===== config.mk =====
export PLATFORM = sky130hd
export DESIGN_NAME = rtcirq_ctrl
export DESIGN_NICKNAME = d
export VERILOG_FILES = /design/src/rtl/rtcirq_pkg.sv /design/src/rtl/rtcirq_timer.sv /design/src/rtl/rtcirq_flag.sv /design/src/rtl/rtcirq_ctrl.sv
export SDC_FILE = /design/constraint.sdc
export NUM_CORES = 1
export LEC_CHECK = 0
export ABC_CLOCK_PERIOD_IN_PS = 1900
export CAP_MARGIN = 20
export CORE_AREA = 2 2 60 76
export DETAILED_ROUTE_END_ITERATION = 7
export DIE_AREA = 0 0 62 78
export PLACE_DENSITY = 0.73
export SLEW_MARGIN = 5
export SYNTH_ARGS = -nofsm -noshare
export SYNTH_HDL_FRONTEND = slang
export SYNTH_SLANG_ARGS = --single-unit

===== constraint.sdc =====
create_clock -name clk -period 1.9 [get_ports clk]
set_clock_uncertainty 0.05 [all_clocks]
set_input_delay 0.19 -clock clk [delete_from_list [all_inputs] [get_ports clk]]
set_output_delay 0.19 -clock clk [all_outputs]
set_load 0.01 [all_outputs]

===== src/rtl/rtcirq_pkg.sv =====
package rtcirq_pkg;
   localparam int NUM_SRC   = 4;
   localparam int SRC_ALARM = 0;
   localparam int SRC_SEC   = 1;
   localparam int SRC_TMR   = 2;
   localparam int SRC_MIN   = 3;
   localparam int REG_EN    = 0;
   localparam int REG_CLR   = 1;
   localparam int REG_TMR   = 2;
endpackage


===== src/rtl/rtcirq_timer.sv =====
module rtcirq_timer #(
   parameter int TMR_W = 12
) (
   input  logic             clk,
   input  logic             rst_n,
   input  logic             tick_i,
   input  logic             load_i,
   input  logic [TMR_W-1:0] load_val_i,
   output logic [TMR_W-1:0] cnt_o,
   output logic             evt_o
);
   localparam logic [TMR_W-1:0] ONE = TMR_W'(1);

   logic [TMR_W-1:0] reload_q;
   logic [TMR_W-1:0] cnt_q;
   logic             running;
   logic             expire;

   assign running = (reload_q != '0);
   assign expire  = tick_i && !load_i && running && (cnt_q <= ONE);

   always_ff @(posedge clk or negedge rst_n) begin
      if (!rst_n) begin
         reload_q <= '0;
         cnt_q    <= '0;
      end else if (load_i) begin
         reload_q <= load_val_i;
         cnt_q    <= load_val_i;
      end else if (tick_i && running) begin
         cnt_q <= expire ? reload_q : cnt_q - ONE;
      end
   end

   assign cnt_o = cnt_q;
   assign evt_o = expire;

   // the count never exceeds the reload value
   p_cnt_bound_r7: assert property (@(posedge clk) disable iff (!rst_n)
      cnt_q <= reload_q);
   // a tick above one decrements by exactly one
   p_cnt_step_r7: assert property (@(posedge clk) disable iff (!rst_n)
      (tick_i && !load_i && cnt_q > ONE) |=> (cnt_q == $past(cnt_q) - ONE));
   // a zero reload keeps the count at zero
   p_stopped_r8: assert property (@(posedge clk) disable iff (!rst_n)
      (reload_q == '0 && !load_i) |=> (cnt_q == '0));
endmodule


===== src/rtl/rtcirq_flag.sv =====
module rtcirq_flag (
   input  logic clk,
   input  logic rst_n,
   input  logic evt_i,
   input  logic clr_i,
   output logic flag_o
);
   logic flag_q;

   always_ff @(posedge clk or negedge rst_n) begin
      if (!rst_n) flag_q <= 1'b0;
      else        flag_q <= evt_i || (flag_q && !clr_i);
   end

   assign flag_o = flag_q;

   // an event always leaves the flag set
   p_evt_sets_r2: assert property (@(posedge clk) disable iff (!rst_n)
      evt_i |=> flag_o);
   // a clear with no event empties the flag
   p_clr_r4: assert property (@(posedge clk) disable iff (!rst_n)
      (clr_i && !evt_i) |=> !flag_o);
endmodule


===== src/rtl/rtcirq_ctrl.sv =====
module rtcirq_ctrl
   import rtcirq_pkg::*;
#(
   parameter int DATA_W  = 16,
   parameter int ADDR_W  = 2,
   parameter int TMR_W   = 12,
   parameter bit IRQ_REG = 1'b1
) (
   input  logic              clk,
   input  logic              rst_n,
   input  logic              alarm_hit_i,
   input  logic              sec_tick_i,
   input  logic              min_roll_i,
   input  logic              wr_en_i,
   input  logic [ADDR_W-1:0] wr_addr_i,
   input  logic [DATA_W-1:0] wr_data_i,
   output logic              irq_n_o,
   output logic [NUM_SRC-1:0] flags_o,
   output logic [TMR_W-1:0]  tmr_count_o
);
   if (DATA_W < TMR_W)   begin : g_chk_tmr  $error("DATA_W must hold the timer reload"); end
   if (DATA_W < NUM_SRC) begin : g_chk_src  $error("DATA_W must hold one bit per source"); end
   if (ADDR_W < 2)       begin : g_chk_addr $error("ADDR_W must reach three registers"); end

   localparam logic [ADDR_W-1:0] A_EN  = ADDR_W'(REG_EN);
   localparam logic [ADDR_W-1:0] A_CLR = ADDR_W'(REG_CLR);
   localparam logic [ADDR_W-1:0] A_TMR = ADDR_W'(REG_TMR);

   logic               wr_en_sel, wr_clr_sel, wr_tmr_sel;
   logic [NUM_SRC-1:0] en_q;
   logic [NUM_SRC-1:0] evt;
   logic [NUM_SRC-1:0] clr;
   logic [NUM_SRC-1:0] flag;
   logic               tmr_evt;
   logic               pend;
   logic               unused_hi;

   assign wr_en_sel  = wr_en_i && (wr_addr_i == A_EN);
   assign wr_clr_sel = wr_en_i && (wr_addr_i == A_CLR);
   assign wr_tmr_sel = wr_en_i && (wr_addr_i == A_TMR);
   assign unused_hi  = ^wr_data_i;

   always_ff @(posedge clk or negedge rst_n) begin
      if (!rst_n)         en_q <= '0;
      else if (wr_en_sel) en_q <= wr_data_i[NUM_SRC-1:0];
   end

   rtcirq_timer #(.TMR_W(TMR_W)) u_timer (
      .clk        (clk),
      .rst_n      (rst_n),
      .tick_i     (sec_tick_i),
      .load_i     (wr_tmr_sel),
      .load_val_i (wr_data_i[TMR_W-1:0]),
      .cnt_o      (tmr_count_o),
      .evt_o      (tmr_evt)
   );

   always_comb begin
      evt            = '0;
      evt[SRC_ALARM] = alarm_hit_i;
      evt[SRC_SEC]   = sec_tick_i;
      evt[SRC_TMR]   = tmr_evt;
      evt[SRC_MIN]   = min_roll_i;
   end

   assign clr = wr_clr_sel ? wr_data_i[NUM_SRC-1:0] : '0;

   for (genvar i = 0; i < NUM_SRC; i++) begin : g_src
      rtcirq_flag u_flag (
         .clk    (clk),
         .rst_n  (rst_n),
         .evt_i  (evt[i]),
         .clr_i  (clr[i]),
         .flag_o (flag[i])
      );
   end

   assign flags_o = flag;
   assign pend    = |(flag & en_q);

   if (IRQ_REG) begin : g_irq_reg
      logic irq_n_q;
      always_ff @(posedge clk or negedge rst_n) begin
         if (!rst_n) irq_n_q <= 1'b1;
         else        irq_n_q <= !pend;
      end
      assign irq_n_o = irq_n_q;

      // an enabled pending flag drives the line low next cycle
      p_irq_low_r3: assert property (@(posedge clk) disable iff (!rst_n)
         pend |=> !irq_n_o);
      // with nothing enabled and pending the line is high next cycle
      p_irq_quiet_r6: assert property (@(posedge clk) disable iff (!rst_n)
         !pend |=> irq_n_o);
   end else begin : g_irq_comb
      assign irq_n_o = !pend;
   end
endmodule


### Yosys cells after proc, flatten, opt, wreduce, memory -nomap -nowiden

Cells that the tools add are included.

* flip-flop bits (word level): 33
* input port bits: 24
* output and inout port bits: 17
* word-level logic and storage cells: 42

* add/sub/neg operators: 1
* $lt $le $gt $ge: 1
* equal/unequal tests: 2
* multiplexer cells: 4
* bitwise gates (word level): 1
* reduce and logical (&&, ||, !) cells: 25

Operators with widths (count)
* $mux W12: 3
* $le A12 B1 Y1 const B: 1
* $reduce_bool A12 Y1: 1
* $sub A12 B1 Y12 const B: 1
* $logic_and A1 B1 Y1: 11
* $logic_not A1 Y1: 6
* $and A4 B4 Y4: 1
* $logic_or A1 B1 Y1: 4
* $mux W4: 1
* $reduce_or A4 Y1: 1
* $eq A2 B1 Y1 const B: 1
* $eq A2 B2 Y1 const B: 1
* $logic_not A2 Y1: 1
* $reduce_bool A2 Y1: 1

### Logic depth before layout (Yosys ltp)

* depth in word-level cells: 9
* mapped depth: 8
* depth with buffers taken out: 7

### By module

Synthesis repeated with hierarchy kept, for this count alone.

* cells, all modules: 181
* area total of the unflattened synthesis: 1769.2 µm²

By module, submodules not included
* rtcirq_timer: times used 1, cells each 151, area an instance 1371.3 µm², sequential area each 600.6 µm²
* rtcirq_ctrl: times used 1, cells each 18, area an instance 252.7 µm², sequential area each 126.4 µm²
* rtcirq_flag: times used 4, cells each 3, area an instance 36.3 µm², sequential area each 25.0 µm²

### Worst setup path before layout

OpenSTA, ideal clock, no wires.

* kind: register -> register
* start point: register u_timer.cnt_q[4] (netlist: u_timer.cnt_o[4])
* end point: register u_timer.cnt_q[11] (netlist: u_timer.cnt_o[11])
* arrival: 1.913 ns
* data required time: 1.729 ns
* path slack: -0.184 ns
* stages on the path, launching flop included: 7
* buffers on the path: 1
* period minus slack after synthesis: 2.084 ns
* cells stage by stage: dfrtp_1 -> or4_1 -> buf_2 -> or3_4 -> nor3_2 -> o21ai_0 -> a22o_1

* cells in the longest elaborated chain, start to end: 5

Ends and longest elaborated chain
* start, declared: RTL line rtcirq_timer.sv:15 `logic [TMR_W-1:0] cnt_q;`
* start signal, assigned: RTL line rtcirq_timer.sv:28 `cnt_q <= load_val_i;`
* start signal, assigned: RTL line rtcirq_timer.sv:30 `cnt_q <= expire ? reload_q : cnt_q - ONE;`
* $le A12 B1 Y1: RTL line rtcirq_timer.sv:20 `assign expire = tick_i && !load_i && running && (cnt_q <= ONE);`
* $logic_and A1 B1 Y1: RTL line rtcirq_timer.sv:20
* $mux W12 *: RTL line rtcirq_timer.sv:30
* $mux W12 *: RTL line rtcirq_timer.sv:29 `end else if (tick_i && running) begin`
* $mux W12 *: RTL line rtcirq_timer.sv:26 `end else if (load_i) begin`

Every way passes the cells marked *; elsewhere a longest branch is shown, timed or not. The select of a mux whose other input is x is not followed.
A chain may end at the register's enable or synchronous reset.

### Final worst setup path

* start point: register u_timer.reload_q[0]
* end point: register u_timer.cnt_q[9] (netlist: u_timer.cnt_o[9])

* cells in the longest elaborated chain, start to end: 6

Ends and longest elaborated chain
* start, declared: RTL line rtcirq_timer.sv:14 `logic [TMR_W-1:0] reload_q;`
* start signal, assigned: RTL line rtcirq_timer.sv:27 `reload_q <= load_val_i;`
* $reduce_bool A12 Y1 *: RTL line rtcirq_timer.sv:19 `assign running = (reload_q != '0);`
* $logic_and A1 B1 Y1 (2 in a row): RTL line rtcirq_timer.sv:20
* $mux W12: RTL line rtcirq_timer.sv:30
* $mux W12: RTL line rtcirq_timer.sv:29
* $mux W12: RTL line rtcirq_timer.sv:26

Marked as above.

==> flow_summary_export.csv <==
group,metric,value,unit
synth,ys_seq_area_share,46.8,%
synth,synth-edff-count,0,
clock_tree,cts_tree,"built",
layout,diodes,0,
clock_tree,insertion_delay,0.29,ns
synth,synth_area_leaders,"dfrtp_1, nand2_1, mux2_2",
layout,seq_area,832,um^2
floorplan,die_w,62,um
timing,fmax,467,MHz
synth,yosys_register_bits,33,
power,power.density,1100,nW/um^2
layout,final_nets,297,
timing,maxSlewViolCount,0,
synth,synth_most_common_cell,"nand2_1",
timing,worst_slack,-0.240,ns
routing,drtIter0Drc,101,
routing,ant_nets,0,
synth,synthArstFlopShare,100,%
power,max-vdd-ir-drop,0.578,mV
synth,synth_top_area_share,45.3,%
timing,holdWs,0.245,ns
outcome,outcome,"finished with violations",
setup_path,cp.buffers_inverters,0,
grt,antenna_found_initial,0,
grt,grt_max_degree,34,
setup_path,crit_fanout,6,
setup_path,worst_ep_required_time,2.08,ns
routing,avgViaCountPerCell,5.66,
clock_tree,cts_buffers,5,
clock_tree,clock_path_buffers,2,
synth,ys.warnings.count,0,
grt,grt_pass1_wl,8.59,mm
timing,fin_crit_sh,113,%
synth,synthFlopType,"dfrtp_1",
floorplan,fp.coreArea,4070,um^2
timing,period_needed,2.14,ns
clock_tree,cts-root-buf,"clkbuf_8",
routing,wl,5.95,mm
synth,synthTopCellsByCount,"nand2_1, dfrtp_1, a21oi_1",
routing,drc,0,
setup_path,crit_slowest_cell,"or4_4",
floorplan,initial_core_util,43.4,%
place,place_congestion,0.902,
setup_path,slowest_delay,0.54,ns
layout,multi_input_area,1060,um^2
grt,track_usage,24.6,%
setup_path,crit_arrival,2.32,ns
place,place_hpwl,3.70,mm
setup_path,crit_chain,"or4_4 -> o311a_4 -> a31o_4 -> o31ai_2 -> a22o_1",
setup_path,path_delay_family,"compound AO/OA/AOI/OAI gates",
timing,tightestPinTransition,0.444,ns
timing,setup_viol,13,
power,p_leak,0.00128,uW
layout,area_growth,64.2,%
worst_hold_path,hold_path.class,"in2async",
floorplan,io_pins,41,
job,maxCapViolations,0,
routing,wire_per_inst,18.1,um
synth,netlist_instances,181,
clock_tree,clkTransAtPathRegs,0.07,ns
clock_tree,cts_sinks,33,
floorplan,dieArea,4840,um^2
setup_path,crit_path_start_kind,"flop",
routing,vias,1855,
synth,synth_area_leader_cell,"dfrtp_1",
setup_path,end_kind,"flop",
floorplan,fp.dieH,78,um
clock_tree,htree_levels,2,
timing,hold_violations,0,
setup_path,criticalPathCategory,"reg2reg",
synth,syn_area_per_cell,9.76,um^2
timing,fin_setup_tns,-1.77,ns
synth,syn_nets,207,
layout,fillers,306,
synth,synth_area,1770,um^2
floorplan,fp-row-count,26,
routing,firstDrtPassIters,5,
outcome,failed_checks,"setup timing",
layout,layout-drive-gt1-share,40.8,%
grt,grt_pass1_vias,1879,
clock_tree,cts_hold_buf,0,
place,numPortBuffers,36,
grt,grt_remaining_overflow,0,
timing,slew_headroom,70.3,%
synth,synth_cell_type_count,49,
timing,rsz0062_at_grt,"true",
==> cells in the final DEF, fill, tap and decap left out, types with 2 or more instances in the layout <==
master and n:
o211ai_1 5, nand2_2 3, a21o_1 4, inv_1 2, clkbuf_8 6, buf_6 6, a31oi_1 2, nand3_4 2
buf_4 50, a22o_1 3, o21ai_0 2, nor3_2 2, a21oi_2 2, nor2_1 4, inv_2 2, dfrtp_1 28
xor2_1 3, o221ai_2 2, nor4_4 2, or3_4 3, a21oi_1 5, clkdlybuf4s50_1 36, a221oi_1 2, mux2i_1 2
a21o_4 2, dfrtp_2 4, mux2_2 4, o21ai_1 3, or4_4 5, nand2_1 43
==> state kept, by name, summed over array words and instances (netlist names) <==
| name | count |
|---|---|
| g_src.u_flag.flag_o | 4 |
| irq_n_o | 1 |
| en_q | 4 |
| u_timer.cnt_o | 12 |
| u_timer.reload_q | 12 |
==> power by group <==
part	switching (uW)	internal (uW)	leakage, uW	total [uW]
Clock	266	427	0.0000585	694
Combinational	698	800	0.000836	1500
Sequential	121	872	0.000389	993
==> path summary, 6_finish.rpt <==
check / start / endpoint / slack [ns] / cells after the start
max: u_timer.reload_q[0] / u_timer.cnt_o[9] / -0.24 / 5
min: rst_n / u_timer.reload_q[11] / 0.25 / 2
max reg2reg: u_timer.reload_q[0] / u_timer.cnt_o[9] / -0.24 / 5
min reg2reg: en_q[3] / irq_n_o / 0.38 / 1
max in group asynchronous: rst_n / irq_n_o / 1.21 / 2
min in group clk: en_q[3] / irq_n_o / 0.38 / 1
==> per-layer routing <==
| layer | vias to the layer above | global-route usage (%) | part of all wire [%] |
|---|---|---|---|
| met5 | - | 0 | 0 |
| met1 | 890 | 26.1 | 37 |
| met3 | 32 | 6.17 | 5.5 |
| li1 | 837 | - | - |
| met2 | 96 | 40.3 | 52 |
| met4 | 0 | 17.2 | 5.5 |
==> timing repair <==
action	in CTS	in global routing
gates resized for setup	28	11
setup endpoints to repair	12	13
pin swaps	13	9
endpoints found under the hold margin	0	0
buffers inserted	5	5
gates cloned	0	1
==> metrics by stage <==
stage | total power (uW) | instances | cell area (um^2) | utilization (%) | setup WS [ns]
4_1_cts | 3070 | 322 | 2800 | 68.8 | -0.171
2_1_floorplan | 1560 | 181 | 1810 | - | -0.0997
5_1_grt | 3330 | 328 | 2900 | 71.3 | -0.257
3_3_place_gp | 2220 | 309 | 2520 | 62.1 | -0.163
3_5_place_dp | 2250 | 309 | 2520 | 62.1 | -0.188
6_report | 3190 | 328 | 2900 | 71.3 | -0.240
==> area by class of cell <==
cell class	instances	share of cell area (%)
sequential	33	28.7
clock inverter	1	1.04
clock buffer	7	2.98
timing repair buffer	92	27.7
inverter	4	0.518
tap	56	2.42
multi-input combinational	135	36.7
==> cell families after synthesis <==
family,count (synthesis),synth area share (%)
buffers and inverters,14,3.97
muxes,6,3.68
DFF,33,46.8
adders and majority gates,2,1.42
AOI/OAI and AO/OA,45,19.5
xor gates and xnor gates,4,1.98
and+or+nand+nor,77,22.6
(Power assumes the default switching activity.)
